File: src/rtl/card_detect_filter.sv
module card_detect_filter #(
  parameter int REM_BASE = 128,
  parameter int INS_MULT = 3
) (
  input  logic       clk,
  input  logic       rst_n,
  input  logic       eng_en,
  input  logic       cd_pin,
  input  logic       det_level,
  input  logic [1:0] rate_sel,
  input  logic       auto_deact_en,
  input  logic       irq_en,
  input  logic       clr_insert,
  input  logic       clr_remove,
  output logic       pin_level,
  output logic       card_present,
  output logic       insert_flag,
  output logic       remove_flag,
  output logic       cd_status,
  output logic       cd_irq,
  output logic       deact_req
);
  localparam int CW = $clog2(REM_BASE * INS_MULT + 1);

  logic [1:0]    sync_q;
  logic [CW-1:0] cnt_q;
  logic [CW-1:0] rem_per;
  logic [CW-1:0] period;
  logic          pend_q;
  logic          tick;
  logic          seen_present;
  logic          differs;
  logic          flip;
  logic          ins_evt;
  logic          rem_evt;

  always_ff @(posedge clk or negedge rst_n)
    if (!rst_n) sync_q <= 2'b00;
    else        sync_q <= {sync_q[0], cd_pin};

  assign pin_level    = sync_q[1];
  assign seen_present = (pin_level == det_level);

  assign rem_per = CW'(REM_BASE >> rate_sel);
  assign period  = card_present ? rem_per : CW'(INS_MULT) * rem_per;
  assign tick    = eng_en && (cnt_q >= period - CW'(1));
  assign differs = seen_present != card_present;
  assign flip    = tick && differs && pend_q;
  assign ins_evt = flip && !card_present;
  assign rem_evt = flip &&  card_present;

  always_ff @(posedge clk or negedge rst_n)
    if (!rst_n)                   cnt_q <= '0;
    else if (!eng_en || tick)     cnt_q <= '0;
    else                          cnt_q <= cnt_q + CW'(1);

  always_ff @(posedge clk or negedge rst_n)
    if (!rst_n) begin
      pend_q       <= 1'b0;
      card_present <= 1'b0;
    end else if (!eng_en) begin
      pend_q       <= 1'b0;
      card_present <= 1'b0;
    end else if (tick) begin
      pend_q <= differs && !pend_q;
      if (flip) card_present <= seen_present;
    end

  always_ff @(posedge clk or negedge rst_n)
    if (!rst_n) begin
      insert_flag <= 1'b0;
      remove_flag <= 1'b0;
      deact_req   <= 1'b0;
    end else begin
      if (ins_evt)         insert_flag <= 1'b1;
      else if (clr_insert) insert_flag <= 1'b0;
      if (rem_evt)         remove_flag <= 1'b1;
      else if (clr_remove) remove_flag <= 1'b0;
      deact_req <= rem_evt && auto_deact_en;
    end

  assign cd_status = insert_flag | remove_flag;
  assign cd_irq    = cd_status & irq_en;
endmodule


File: config.mk
export PLATFORM = sky130hd
export DESIGN_NAME = card_detect_filter
export DESIGN_NICKNAME = d
export VERILOG_FILES = /design/src/rtl/card_detect_filter.sv
export SDC_FILE = /design/constraint.sdc
export NUM_CORES = 1
export LEC_CHECK = 0
export ABC_AREA = 0
export BUFFER_PORTS_ARGS = -buffer_cell sky130_fd_sc_hd__buf_4
export CAP_MARGIN = 20
export CORE_MARGIN = 2
export CORE_UTILIZATION = 54
export CTS_CLUSTER_SIZE = 24
export DETAILED_ROUTE_END_ITERATION = 8
export PLACE_DENSITY_LB_ADDON = 0.2
export SYNTH_ARGS = -nofsm -noshare
export SYNTH_HDL_FRONTEND = slang
export SYNTH_SLANG_ARGS = --single-unit
export TNS_END_PERCENT = 20
File: constraint.sdc
create_clock -name clk -period 3.35 [get_ports clk]
set_clock_uncertainty 0.1 [all_clocks]
set_input_delay 0.335 -clock clk [delete_from_list [all_inputs] [get_ports clk]]
set_output_delay 0.335 -clock clk [all_outputs]
set_load 0.005 [all_outputs]
==> impl_metrics.json, run 1 <==
{
  "syn-num-nets": 128,
  "syn_inst": 104,
  "slowest_stage": "a2111oi_4",
  "yosysSeqAreaShare": 0.387,
  "final_core_util": 0.721,
  "p_int_w": 0.000299,
  "routabilityCongestion": 0.779,
  "synthToLayoutAreaGrowth_pct": 23.0,
  "synth_top_area_share": 0.387,
  "hold_class": "in -> reg",
  "dp.final_hpwl_microns": 1360,
  "insertion_delay_ns": 0.28,
  "cp_data_required_time_ns": 3.46,
  "critPathLaunchType": "input port",
  "holdPathStages": 1,
  "mostFrequentLayoutCell": "buf_4",
  "ios": 18,
  "yosysTopAreaCell": "dfrtp_1",
  "p_switching_w": 0.000105,
  "grt_pass1_wl_microns": 2880,
  "row_count": 15,
  "postRouteWirelength_microns": 1820,
  "hold_violations": 0,
  "crit_type": "in -> reg",
  "io_buffers": 17,
  "drive_gt1_frac": 0.228,
  "yosys_register_bits": 16,
  "wl_per_cell_microns": 11.9,
  "grt_max_degree": 17,
  "dr_total_vias": 800,
  "crit_path_frequent_cell": "ha_1",
  "cts_sinks": 16,
  "regToRegStartpoint": "card_present",
  "stdcell_area_sq_mm": 0.00127,
  "ff2ff_setup_slack_ns": 0.47,
  "grt_pass1_vias": 723,
  "power.density_mw_per_mm2": 318,
  "die_x_microns": 47.8,
  "holdPathEnd": "sync_q[0]",
  "die_h_microns": 47.8,
  "fin_nets": 152,
  "grtUsageTotal": 0.184,
  "cts.path.max_buffers": 2,
  "cts_buffers": 3,
  "yosys-top-cells-area": "dfrtp_1 39%, ha_1 16%, xor2_1 5.9%",
  "max_slew_margin": 0.747,
  "ir_drop_uv": 289,
  "syn_area_per_cell_sq_um": 9.95,
  "reg2reg_depth": 10,
  "outcome": "completed",
  "fin_crit_sh": 0.932,
  "clk_pin_slew_ns": 0.09,
  "maxSlewViolCount": 0,
  "yosysUniqueCellTypes": 27,
  "start_util": 0.587,
  "yosysWarnings": 0,
  "power.leakage_nw": 0.629,
  "num_antenna_cells": 0,
  "firstDrtPassIters": 4,
  "hold_start": "cd_pin",
  "period_minus_slack_ns": 3.12,
  "path_buf_inv": 2,
  "drv_cap": 0,
  "cts_max_level": 1,
  "antenna_found_initial": 0,
  "vias_per_cell": 5.26,
  "pwr-share-comb": 0.188,
  "drc_errors": 0,
  "worstPathArrival_ns": 3.23,
  "path_cells": "buf_4 -> inv_1 -> ha_1 -> ha_1 -> nand2_1 -> mux2i_2 -> mux2_2 -> o22ai_1 -> a31oi_1 -> ha_1 -> nand2_1 -> nor4_4 -> a2111oi_4 -> nand2b_4 -> mux2i_2",
  "die_area_sq_mm": 0.00228,
  "setup_viol": 0,
  "cts_setup_buffers": 0,
  "drt_first_iter_violations": 6,
  "layout_common_cells": "19 x buf_4, 16 x dfrtp_1, 13 x ha_1",
  "worstMarginPinSlew_ns": 0.368,
  "core_area_sq_mm": 0.00176,
  "max_freq_mhz": 320,
  "cts_tree": "yes",
  "critPathTopFamily": "multiplexers",
  "cts-root-buf": "clkbuf_4",
  "path_max_fanout": 6,
  "final_cells": 152,
  "grt.overflow.total": 0,
  "power_frac_clock": 0.314,
  "place_area_sq_mm": 0.00120,
  "antenna_left": 0,
  "sequentialPowerShare": 0.498,
  "power_w": 0.000404,
  "rsz0062_at_grt": "false",
  "place_inst": 147,
  "n_fill_cell": 134,
  "syn_area_sq_mm": 0.00103,
  "max_stage_delay_ns": 0.39,
  "r2r_end": "card_present",
  "tns_ns": 0,
  "netSwitchingFraction": 0.261,
  "cp-end-kind": "flop"
}
[through the flow]
| step | hold WS (ns) | worst slack, ns |
|---|---|---|
| global placement | 0.100 | 0.0565 |
| global route | 0.0399 | 0.0151 |
| detailed placement | 0.101 | -0.0525 |
| CTS | 0.0472 | 0.218 |
| floorplan | -0.0606 | 0.146 |
| finish | 0.0508 | 0.229 |
[power by group through the flow]
| stage | clock [W] | sequential, W | combinational (W) |
|---|---|---|---|
| after floorplan | 0 | 0.000204 | 0.0000445 |
| after global placement | 0 | 0.000205 | 0.0000695 |
| after detailed placement | 0 | 0.000205 | 0.0000711 |
| after CTS | 0.000130 | 0.000201 | 0.0000734 |
| after global routing | 0.000138 | 0.000202 | 0.0000854 |
| final | 0.000127 | 0.000201 | 0.0000760 |
[layout make-up]
| class | instances | area, sq um | share of cell area |
|---|---|---|---|
| Multi-Input combinational cell | 78 | 618 | 0.486 |
| Inverter | 9 | 33.8 | 0.0265 |
| Clock buffer | 4 | 36.3 | 0.0285 |
| Sequential cell | 16 | 400 | 0.315 |
| Timing Repair Buffer | 20 | 153 | 0.120 |
| Tap cell | 25 | 31.3 | 0.0246 |
[metal layers]
metal / vias up / track usage / share of wire
met2: 22 / 0.309 / 0.49
met3: 4 / 0.0453 / 0.042
met4: 0 / 0.103 / 0.016
li1: 404 / - / -
met1: 370 / 0.211 / 0.45
met5: - / 0 / 0
[Yosys cell counts]
cell / number
dfrtp_1: 16
ha_1: 13
nand2_1: 12
inv_1: 9
nor2_1: 9
xor2_1: 7
nand3_1: 6
xnor2_1: 6
mux2i_1: 4
o22ai_1: 3
a31oi_1: 2
and3_1: 2
a2111oi_4: 1
a211oi_1: 1
a21boi_1: 1
a21oi_1: 1
a311oi_1: 1
and2_1: 1
and4_1: 1
clkbuf_1: 1
mux2_2: 1
nand2b_1: 1
nand2b_2: 1
nand4_1: 1
nor3_1: 1
nor4_2: 1
or3_1: 1
[how the worst max path moves through the flow]
| stage | from | to | slack, ns | cells past startpoint |
|---|---|---|---|---|
| after global placement | rate_sel[0] | pend_q | 0.06 | 14 |
| after CTS | rate_sel[0] | pend_q | 0.22 | 15 |
| after detailed placement | rate_sel[0] | pend_q | -0.05 | 15 |
| final | rate_sel[0] | card_present | 0.23 | 15 |
| after floorplan | rate_sel[0] | pend_q | 0.15 | 14 |
| after global routing | rate_sel[0] | card_present | 0.02 | 15 |
[cells by family (layout without fill, tap and decap cells)]
| kind of cell | Yosys count | count (layout) | share of synthesized area |
|---|---|---|---|
| multiplexers | 5 | 5 | 0.0496 |
| AND/OR/NAND/NOR | 37 | 37 | 0.175 |
| adder cells (fa/ha/maj) | 13 | 13 | 0.157 |
| buffers and inverters | 10 | 33 | 0.0363 |
| AO/OA/AOI/OAI | 10 | 10 | 0.0846 |
| XOR/XNOR | 13 | 13 | 0.110 |
| flip-flops | 16 | 16 | 0.387 |
[worst reg2reg max path, cell delays in order, from the launching register on]
cell       delay, ns
dfrtp_1         0.51
mux2i_1         0.41
nand3_1         0.15
xor2_1          0.20
xnor2_1         0.15
ha_1            0.25
nand2_1         0.13
nor4_4          0.07
a2111oi_4       0.39
nand2b_4        0.24
mux2i_2         0.20
[sequential cells by signal, summed over array words and instances (netlist names)]
signal,count
cnt_q,9
card_present,1
sync_q,2
pend_q,1
insert_flag,1
remove_flag,1
deact_req,1
[repair_timing]
item,in CTS,in global routing
setup endpoints to repair,0,3
hold buffers,1,0
gates resized for setup,0,4
hold endpoints to repair,16,0
Note: power is estimated with default switching activity, not from simulation.
==> run 2, diff against run 1 <==
--- a/config.mk
+++ b/config.mk
@@ -13,6 +13,7 @@
 export CTS_CLUSTER_SIZE = 24
 export DETAILED_ROUTE_END_ITERATION = 8
 export PLACE_DENSITY_LB_ADDON = 0.2
+export RECOVER_POWER = 100
 export SYNTH_ARGS = -nofsm -noshare
 export SYNTH_HDL_FRONTEND = slang
 export SYNTH_SLANG_ARGS = --single-unit
==> impl_metrics.json, run 2 (same netlist as run 1, synthesis figures left out) <==
{
  "antenna_left": 0,
  "postRouteWirelength_microns": 1800,
  "row_count": 15,
  "fin_crit_sh": 0.927,
  "max_stage_delay_ns": 0.39,
  "crit_type": "in -> reg",
  "start_util": 0.587,
  "netSwitchingFraction": 0.259,
  "path_max_fanout": 6,
  "cts_sinks": 16,
  "p_switching_w": 0.000104,
  "final_core_util": 0.715,
  "cts-root-buf": "clkbuf_4",
  "vias_per_cell": 5.19,
  "max_freq_mhz": 322,
  "period_minus_slack_ns": 3.11,
  "cp_data_required_time_ns": 3.46,
  "use_met1": 0.211,
  "antenna_found_initial": 0,
  "top_regs": "cnt_q (9), sync_q (2)",
  "sequentialPowerShare": 0.501,
  "setup_viol": 0,
  "met3_usage": 0.0453,
  "cts_buffers": 3,
  "max_slew_margin": 0.443,
  "path_cells": "buf_4 -> inv_1 -> ha_1 -> ha_1 -> nand2_1 -> mux2i_1 -> mux2_2 -> o22ai_1 -> a31oi_1 -> ha_1 -> nand2_1 -> nor4_4 -> a2111oi_4 -> nand2b_4 -> mux2i_2",
  "rsz0062_at_grt": "false",
  "drive_gt1_frac": 0.205,
  "worstMarginPinSlew_ns": 0.836,
  "cts_setup_buffers": 0,
  "insertion_delay_ns": 0.28,
  "slowest_stage": "a2111oi_4",
  "grt_pass1_vias": 723,
  "ir_drop_uv": 287,
  "drv_cap": 0,
  "pwr-share-comb": 0.186,
  "drt_first_iter_violations": 3,
  "hold_class": "in -> reg",
  "p_int_w": 0.000298,
  "routabilityCongestion": 0.779,
  "cp-end-kind": "flop",
  "power.leakage_nw": 0.623,
  "core_area_sq_mm": 0.00176,
  "layout_common_cells": "16 x dfrtp_1, 13 x ha_1, 12 x nand2_1",
  "io_buffers": 17,
  "grt.met2_usage": 0.309,
  "drc_errors": 0,
  "fin_hold_ws_ns": 0.0766,
  "cts_tree": "yes",
  "worstPathArrival_ns": 3.21,
  "clk_pin_slew_ns": 0.09,
  "maxSlewViolCount": 0,
  "largest-register": "cnt_q",
  "crit_path_frequent_cell": "ha_1",
  "critPathLaunchType": "input port",
  "die_area_sq_mm": 0.00228,
  "busiest_layer": "met2",
  "firstDrtPassIters": 4,
  "wl_per_cell_microns": 11.9,
  "cts_max_level": 1,
  "cts.path.max_buffers": 2,
  "dp.final_hpwl_microns": 1360,
  "ios": 18,
  "die_h_microns": 47.8,
  "power_frac_clock": 0.313,
  "mostFrequentLayoutCell": "dfrtp_1",
  "die_x_microns": 47.8,
  "synthToLayoutAreaGrowth_pct": 21.9,
  "power.density_mw_per_mm2": 319,
  "grt.overflow.total": 0,
  "dr_total_vias": 789,
  "grt_max_degree": 17,
  "fin_nets": 152,
  "largest_reg_flops": 9,
  "grt_pass1_wl_microns": 2880,
  "grtUsageTotal": 0.184,
  "hold_violations": 0,
  "outcome": "completed",
  "num_antenna_cells": 0
}
==> run 2: cell type report <==
class / count / area, sq um
flip-flops and latches: 16 / 400
well taps: 25 / 31.3
multi-input cells: 78 / 614
repair buffers: 20 / 145
fillers: 138 / 503
inverters: 9 / 33.8
clock buffers: 4 / 36.3
==> run 2: final timing paths <==
kind | cells past startpoint | slack (ns) | startpoint | end
worst max register to register | 10 | 0.48 | card_present | card_present
max in group asynchronous | 2 | 2.08 | rst_n | cnt_q[8]
min in group asynchronous | 2 | 0.56 | rst_n | cnt_q[0]
worst min register to register | 0 | 0.26 | sync_q[0] | sync_q[1]
worst max-delay path | 15 | 0.24 | rate_sel[0] | card_present
worst min-delay path | 1 | 0.08 | cd_pin | sync_q[0]
==> run 2: routing by layer <==
layer / part of all wire / vias up
met1: 0.46 / 363
met4: 0.013 / 0
met3: 0.040 / 4
li1: - / 404
met5: 0 / -
met2: 0.49 / 18
==> run 2: power by group through the flow <==
stage                     sequential, W  combinational [W]  clock (W)
final                          0.000201          0.0000747   0.000126
after global routing           0.000202          0.0000840   0.000138
after CTS                      0.000201          0.0000734   0.000130
after detailed placement       0.000205          0.0000711          0
after global placement         0.000205          0.0000695          0
after floorplan                0.000204          0.0000445          0
==> run 2: metrics by stage <==
| step | setup TNS, ns | cells | total power (W) | setup slack, ns | instance area, sq um |
|---|---|---|---|---|---|
| floorplan | 0 | 104 | 0.000249 | 0.146 | 1030 |
| global placement | 0 | 147 | 0.000274 | 0.0565 | 1200 |
| detailed placement | -0.222 | 147 | 0.000276 | -0.0525 | 1200 |
| CTS | 0 | 152 | 0.000405 | 0.218 | 1250 |
| global route | 0 | 152 | 0.000424 | 0.0135 | 1260 |
| finish | 0 | 152 | 0.000402 | 0.244 | 1260 |
==> run 2: critical path, delay by kind of cell <==
| kind | cells | cell delay [ns] |
|---|---|---|
| compound gates | 3 | 0.66 |
| mux | 3 | 0.79 |
| fa+ha+maj | 3 | 0.75 |
| buf+inv | 2 | 0.16 |
| simple gates | 4 | 0.51 |
==> run 2: timing repair <==
action / 4_1_cts / 5_1_grt
hold buffers: 1 / 0
gates resized for setup: 0 / 4
endpoints found under the setup margin: 0 / 3
endpoints found under the hold margin: 16 / 0
